--- config.mk ---
export PLATFORM = sky130hd
export DESIGN_NAME = sync_mode_ctrl
export DESIGN_NICKNAME = d
export VERILOG_FILES = /design/src/rtl/mode_ctl_pkg.sv /design/src/rtl/mode_ctl_datapath.sv /design/src/rtl/mode_ctl_fsm.sv /design/src/rtl/sync_mode_ctrl.sv
export SDC_FILE = /design/constraint.sdc
export NUM_CORES = 1
export LEC_CHECK = 0
export ABC_AREA = 1
export BUFFER_PORTS_ARGS = -buffer_cell sky130_fd_sc_hd__buf_4
export CAP_MARGIN = 25
export CORE_ASPECT_RATIO = 1.5
export CORE_UTILIZATION = 55
export CTS_CLUSTER_SIZE = 30
export DETAILED_ROUTE_END_ITERATION = 8
export PLACE_DENSITY = 0.73
export SYNTH_ARGS = -nofsm -noshare
export SYNTH_HDL_FRONTEND = slang
export SYNTH_SLANG_ARGS = --single-unit
--- constraint.sdc ---
create_clock -name clk -period 1.8 [get_ports clk]
set_input_delay 0.27 -clock clk [delete_from_list [all_inputs] [get_ports clk]]
set_output_delay 0.27 -clock clk [all_outputs]
set_load 0.03 [all_outputs]
--- src/rtl/mode_ctl_pkg.sv ---
`timescale 1ns/1ps
package mode_ctl_pkg;

  typedef enum logic [2:0] {
    ST_RESET    = 3'd0,
    ST_FREERUN  = 3'd1,
    ST_NORMAL   = 3'd2,
    ST_HOLD     = 3'd3,
    ST_AUTOHOLD = 3'd4
  } modeState_e;

  localparam logic [1:0] REQ_NORMAL = 2'b00;
  localparam logic [1:0] REQ_HOLD   = 2'b01;
  localparam logic [1:0] REQ_FREE   = 2'b10;
  localparam logic [1:0] REQ_RSVD   = 2'b11;

  // datapath -> control: synchronised inputs and derived strobes
  typedef struct packed {
    logic [1:0] modeSel;
    logic       refOk;
    logic       holdManual;
    logic       selChange;
    logic       manualRise;
    logic       initDone;
    logic       histValid;
  } syncView_t;

  // control -> datapath: which counter runs this cycle
  typedef struct packed {
    logic initRun;
    logic normalRun;
  } ctlStrobe_t;

endpackage

--- src/rtl/mode_ctl_datapath.sv ---
`timescale 1ns/1ps
module mode_ctl_datapath
  import mode_ctl_pkg::*;
#(
  parameter int SYNC_STAGES = 2,
  parameter int INIT_TICKS  = 125000,
  parameter int HIST_TICKS  = 1000
) (
  input  logic       clk,
  input  logic       rstN,
  input  logic [1:0] modeSel,
  input  logic       refSel,
  input  logic       refOk,
  input  logic       holdManual,
  input  logic       manualRet,
  input  ctlStrobe_t strobe,
  output syncView_t  view
);

  localparam int RAW_W  = 6;
  localparam int INIT_W = $clog2(INIT_TICKS + 1);
  localparam int HIST_W = $clog2(HIST_TICKS + 1);
  localparam logic [INIT_W-1:0] INIT_LAST = INIT_W'(INIT_TICKS - 1);
  localparam logic [HIST_W-1:0] HIST_FULL = HIST_W'(HIST_TICKS);

  logic [RAW_W-1:0] rawIn;
  logic [RAW_W-1:0] syncOut;
  logic [SYNC_STAGES-1:0][RAW_W-1:0] stage;

  assign rawIn = {modeSel, refSel, refOk, holdManual, manualRet};

  generate
    if (SYNC_STAGES == 1) begin : g_sync_single
      always_ff @(posedge clk or negedge rstN) begin
        if (!rstN) stage <= '0;
        else       stage[0] <= rawIn;
      end
    end else begin : g_sync_chain
      always_ff @(posedge clk or negedge rstN) begin
        if (!rstN) stage <= '0;
        else       stage <= {stage[SYNC_STAGES-2:0], rawIn};
      end
    end
  endgenerate

  assign syncOut = stage[SYNC_STAGES-1];

  logic selS, mrS;
  logic selD, mrD;
  assign selS = syncOut[3];
  assign mrS  = syncOut[0];

  always_ff @(posedge clk or negedge rstN) begin
    if (!rstN) begin
      selD <= 1'b0;
      mrD  <= 1'b0;
    end else begin
      selD <= selS;
      mrD  <= mrS;
    end
  end

  logic [INIT_W-1:0] initCnt;
  logic [HIST_W-1:0] histCnt;
  logic initDone, histValid;

  assign initDone  = (initCnt == INIT_LAST);
  assign histValid = (histCnt == HIST_FULL);

  always_ff @(posedge clk or negedge rstN) begin
    if (!rstN) begin
      initCnt <= '0;
      histCnt <= '0;
    end else begin
      if (strobe.initRun && !initDone)     initCnt <= initCnt + 1'b1;
      if (strobe.normalRun && !histValid)  histCnt <= histCnt + 1'b1;
    end
  end

  always_comb begin
    view.modeSel    = syncOut[5:4];
    view.refOk      = syncOut[2];
    view.holdManual = syncOut[1];
    view.selChange  = selS ^ selD;
    view.manualRise = mrS & ~mrD;
    view.initDone   = initDone;
    view.histValid  = histValid;
  end

endmodule

--- src/rtl/mode_ctl_fsm.sv ---
`timescale 1ns/1ps
module mode_ctl_fsm
  import mode_ctl_pkg::*;
(
  input  logic       clk,
  input  logic       rstN,
  input  syncView_t  view,
  output modeState_e state,
  output ctlStrobe_t strobe,
  output logic       holdoverFlag,
  output logic       dcoTrack,
  output logic       dcoFreeze,
  output logic       dcoFreeRun
);

  modeState_e nxt;

  always_comb begin
    nxt = state;
    if (state == ST_RESET) begin
      if (view.initDone) nxt = ST_FREERUN;
    end else if (view.modeSel == REQ_FREE) begin
      nxt = ST_FREERUN;
    end else if (view.modeSel != REQ_RSVD) begin
      unique case (state)
        ST_FREERUN: begin
          if (view.modeSel == REQ_HOLD) nxt = ST_HOLD;
          else                          nxt = view.refOk ? ST_HOLD : ST_AUTOHOLD;
        end
        ST_NORMAL: begin
          if (view.modeSel == REQ_HOLD) nxt = ST_HOLD;
          else if (!view.refOk)         nxt = ST_AUTOHOLD;
          else if (view.selChange)      nxt = ST_HOLD;
        end
        ST_HOLD: begin
          if (view.modeSel == REQ_NORMAL && view.refOk) nxt = ST_NORMAL;
        end
        ST_AUTOHOLD: begin
          if (view.modeSel == REQ_HOLD)
            nxt = ST_HOLD;
          else if (view.refOk && (!view.holdManual || view.manualRise))
            nxt = ST_NORMAL;
        end
        default: nxt = ST_RESET;
      endcase
    end
  end

  always_ff @(posedge clk or negedge rstN) begin
    if (!rstN) state <= ST_RESET;
    else       state <= nxt;
  end

  logic inHold;
  assign inHold = (state == ST_HOLD) || (state == ST_AUTOHOLD);

  assign strobe.initRun   = (state == ST_RESET);
  assign strobe.normalRun = (state == ST_NORMAL);

  assign holdoverFlag = inHold;
  assign dcoTrack     = (state == ST_NORMAL);
  assign dcoFreeze    = inHold && view.histValid;
  assign dcoFreeRun   = (state == ST_FREERUN) || (inHold && !view.histValid);

endmodule

--- src/rtl/sync_mode_ctrl.sv ---
`timescale 1ns/1ps
module sync_mode_ctrl
  import mode_ctl_pkg::*;
#(
  parameter int SYNC_STAGES = 2,
  parameter int INIT_TICKS  = 125000,
  parameter int HIST_TICKS  = 1000
) (
  input  logic       clk,
  input  logic       rstN,
  input  logic [1:0] modeSel,
  input  logic       refSel,
  input  logic       refOk,
  input  logic       holdManual,
  input  logic       manualRet,
  output logic [2:0] stateCode,
  output logic       holdoverFlag,
  output logic       dcoTrack,
  output logic       dcoFreeze,
  output logic       dcoFreeRun
);

  syncView_t  view;
  ctlStrobe_t strobe;
  modeState_e state;

  mode_ctl_datapath #(
    .SYNC_STAGES(SYNC_STAGES),
    .INIT_TICKS (INIT_TICKS),
    .HIST_TICKS (HIST_TICKS)
  ) i_datapath (
    .clk       (clk),
    .rstN      (rstN),
    .modeSel   (modeSel),
    .refSel    (refSel),
    .refOk     (refOk),
    .holdManual(holdManual),
    .manualRet (manualRet),
    .strobe    (strobe),
    .view      (view)
  );

  mode_ctl_fsm i_fsm (
    .clk         (clk),
    .rstN        (rstN),
    .view        (view),
    .state       (state),
    .strobe      (strobe),
    .holdoverFlag(holdoverFlag),
    .dcoTrack    (dcoTrack),
    .dcoFreeze   (dcoFreeze),
    .dcoFreeRun  (dcoFreeRun)
  );

  assign stateCode = state;

endmodule

==> flow_metrics.tcl <==
set metrics [dict create \
    insertion_delay_ns 0.30 \
    die_area_um2 4560 \
    synth_seq_cells 44 \
    peakVddDrop_v 0.000667 \
    num_antenna_cells 0 \
    syn_avg_cell_area_um2 7.95 \
    worstHoldStart "manualRet" \
    cts_root_buffer "clkbuf_8" \
    p_per_area_nw_per_um2 677 \
    gp_congestion 0.872 \
    fill_cells 359 \
    tightest_slew_ns 0.557 \
    antenna_found_initial 0 \
    drt_first_pass_iters 4 \
    hold_slack_ns 0.0706 \
    internal_power_mw 1.44 \
    post-route-period-util_pct 95.9 \
    globalRouteOverflowTotal 0 \
    fmax_mhz 579 \
    port_buffers 14 \
    maxCapViolations 0 \
    critPathMaxStageDelay_ns 0.40 \
    finalHoldViolCount 0 \
    r2r-start "i_datapath.histCnt[1]" \
    power.leakage_nw 1.32 \
    critPathMaxFanout 3 \
    slew_headroom_pct 62.9 \
    drc 0 \
    nets 340 \
    final_max_slew_viol_count 0 \
    synth_cell_types 24 \
    final_cell_area_um2 2710 \
    holdPathEnd "i_datapath.stage[0]" \
    holdPathStages 1 \
    numCtsBuffers 5 \
    dr_total_vias 1912 \
    utilization_pct 67.4 \
    grt_usage_pct 22.1 \
    worstPathCellList "inv_2 -> ha_1 -> nand2_1 -> nor2_2 -> nand3_2 -> nand2_1 -> nand2_1 -> buf_4" \
    drive_gt1_share_pct 18.4 \
    placementRows 28 \
    routed_wl_um 4530 \
    crit_arrival_ns 1.46 \
    ant_nets 0 \
    syn_inst 297 \
    netlist_area_um2 2360 \
    hold_path.class "input port to flop" \
    reg2reg_slack_ns 0.16 \
    area_delta_synth_final_pct 14.9 \
    path_clk_slew_ns 0.09 \
    pwr-share-clk_pct 42.5 \
    seq_power_share_pct 55.0 \
    dpl.cell_count 356 \
    final.min_clock_period_ns 1.73 \
    grt_pass1_vias 1867 \
    power_frac_comb_pct 2.5 \
    syn-num-nets 312 \
    post_drt_wl_per_cell_um 12.2 \
    grt_pass1_wl_um 7910 \
    cts_tree "built" \
    fp.dieW_um 55.5 \
    critPathSlowestCell "dfrtp_1" \
    clockBufferDepth 2 \
    worstReg2RegEnd "i_datapath.histCnt[9]" \
    startpoint_type "flop" \
    grt_start_max_net_pins 45 \
    r2r_cells 11 \
    postPlaceCellArea_um2 2530 \
    cts-htree-levels 2 \
    clock-sinks 44 \
    switching_power_mw 0.399 \
    p_sw_share_pct 21.7 \
    rsz0062_at_grt "yes" \
    fin_skew_ns 0.00270 \
    status "completed" \
    drt_iter0_drc 77 \
    hpwl_um 3260 \
    critPathLaunch "i_datapath.histCnt[1]" \
    start_util_pct 58.6 \
    total_power_mw 1.84 \
    required_ns 1.53 \
    ys_seq_area_share_pct 46.6 \
    setup_viol 0 \
    crit_type "flop to output port" \
    instances_no_fill 371 \
    die_y_um 82.2 \
    via_per_inst 5.15 \
    worstSetupEndpointType "output port" \
    synth_warnings 0 \
    core_um2 4030 \
    path_common_cell "nand2_1" \
    io_pins 15 \
]
==> repair_timing <==
action                     CTS  global route
setup endpoints to repair    2             2
gates resized for setup      1             7
hold buffers                 1             0
pin swaps                    1             0
hold endpoints to repair    44             0
buffers inserted             3             3
==> cell usage in the layout (no fill, tap or decap), types with 4 or more instances in the layout <==
cell type	n
nand2_1	95
dfrtp_1	42
inv_1	35
nor2_1	27
buf_4	22
nand3_1	20
xor2_1	10
nor3_1	7
nand4_1	7
o21ai_2	7
ha_1	7
inv_2	6
o21ai_0	6
clkbuf_8	5
nor2_2	4
==> cells in the mapped netlist <==
cell,instances,area (µm²)
a21boi_0,1,7.51
a21oi_1,3,15.0
a21oi_2,1,8.76
buf_6,3,33.8
dfrtp_1,44,1100
ha_1,7,87.6
inv_1,37,139
inv_2,4,15.0
nand2_1,95,357
nand2_2,1,6.26
nand2_4,1,11.3
nand3_1,21,105
nand3_4,1,17.5
nand3b_2,1,11.3
nand4_1,7,43.8
nor2_1,30,113
nor2_2,2,12.5
nor3_1,7,35.0
nor3_2,3,30.0
o21ai_0,6,30.0
o21ai_1,3,15.0
o21ai_2,7,61.3
xnor2_1,2,17.5
xor2_1,10,87.6
==> layout make-up <==
type / instances / area (µm²) / share of cell area [%]
clock inverter: 3 / 46.3 / 1.71
sequential: 44 / 1100 / 40.7
clock buffer: 5 / 68.8 / 2.54
inverter: 41 / 154 / 5.67
timing repair buffer: 24 / 195 / 7.19
tap: 45 / 56.3 / 2.07
multi-input combinational: 209 / 1090 / 40.2
==> worst max-delay path, delay by kind of cell, from the launching register on <==
| family | cells | cell delay, ns |
|---|---|---|
| buffers and inverters | 2 | 0.24 |
| DFF | 1 | 0.40 |
| and+or+nand+nor | 5 | 0.38 |
| adders and majority gates | 1 | 0.14 |
==> flip-flops by register name, indices dropped and copies added, names as in the netlist <==
| name | cells |
|---|---|
| i_datapath.syncOut | 6 |
| i_datapath.initCnt | 17 |
| i_datapath.selD | 1 |
| i_datapath.mrD | 1 |
| i_datapath.stage | 6 |
| i_fsm.state | 3 |
| i_datapath.histCnt | 10 |
==> worst max-delay path by stage <==
stage,depth (start not counted),slack [ns],end
global route,8,-0.02,dcoFreeRun
finish,8,0.07,dcoFreeRun
CTS,8,0.02,dcoFreeRun
floorplan,6,0.06,dcoFreeze
global placement,8,0.22,dcoFreeRun
detailed placement,11,0.19,i_datapath.initCnt[2]
==> logic make-up (layout without fill, tap and decap cells) <==
kind of cell	after synthesis	in the layout	share of synthesized area, %
AOI/OAI and AO/OA	21	21	5.83
xor gates and xnor gates	12	12	4.45
adders and majority gates	7	7	3.71
buffers and inverters	44	73	7.95
DFF	44	44	46.6
and+or+nand+nor	169	169	31.4
==> per-stage QoR <==
step / setup slack (ns) / setup TNS [ns]
CTS: 0.0188 / 0
global placement: 0.217 / 0
floorplan: 0.0622 / 0
global route: -0.0240 / -0.0377
finish: 0.0738 / 0
detailed placement: 0.195 / 0
==> per-layer routing <==
layer  track usage (%)  wire length (µm)  share of wire (%)  vias to the layer above
li1                  -                 -                  -                      981
met1              23.7              1940                 43                      898
met2              43.9              2390                 53                       25
met3              2.80               111                2.5                        8
met4              8.75                83                1.8                        0
met5                 0                 0                  0                        -
==> power by group through the flow <==
stage          registers (mW)  clock network, mW  logic (mW)
2_1_floorplan            1.03                  0      0.0124
3_3_place_gp             1.03                  0      0.0452
3_5_place_dp             1.03                  0      0.0464
4_1_cts                  1.01              0.804      0.0485
5_1_grt                  1.01              0.829      0.0543
6_report                 1.01              0.781      0.0465
No activity file was read; power rests on OpenSTA's default activity.
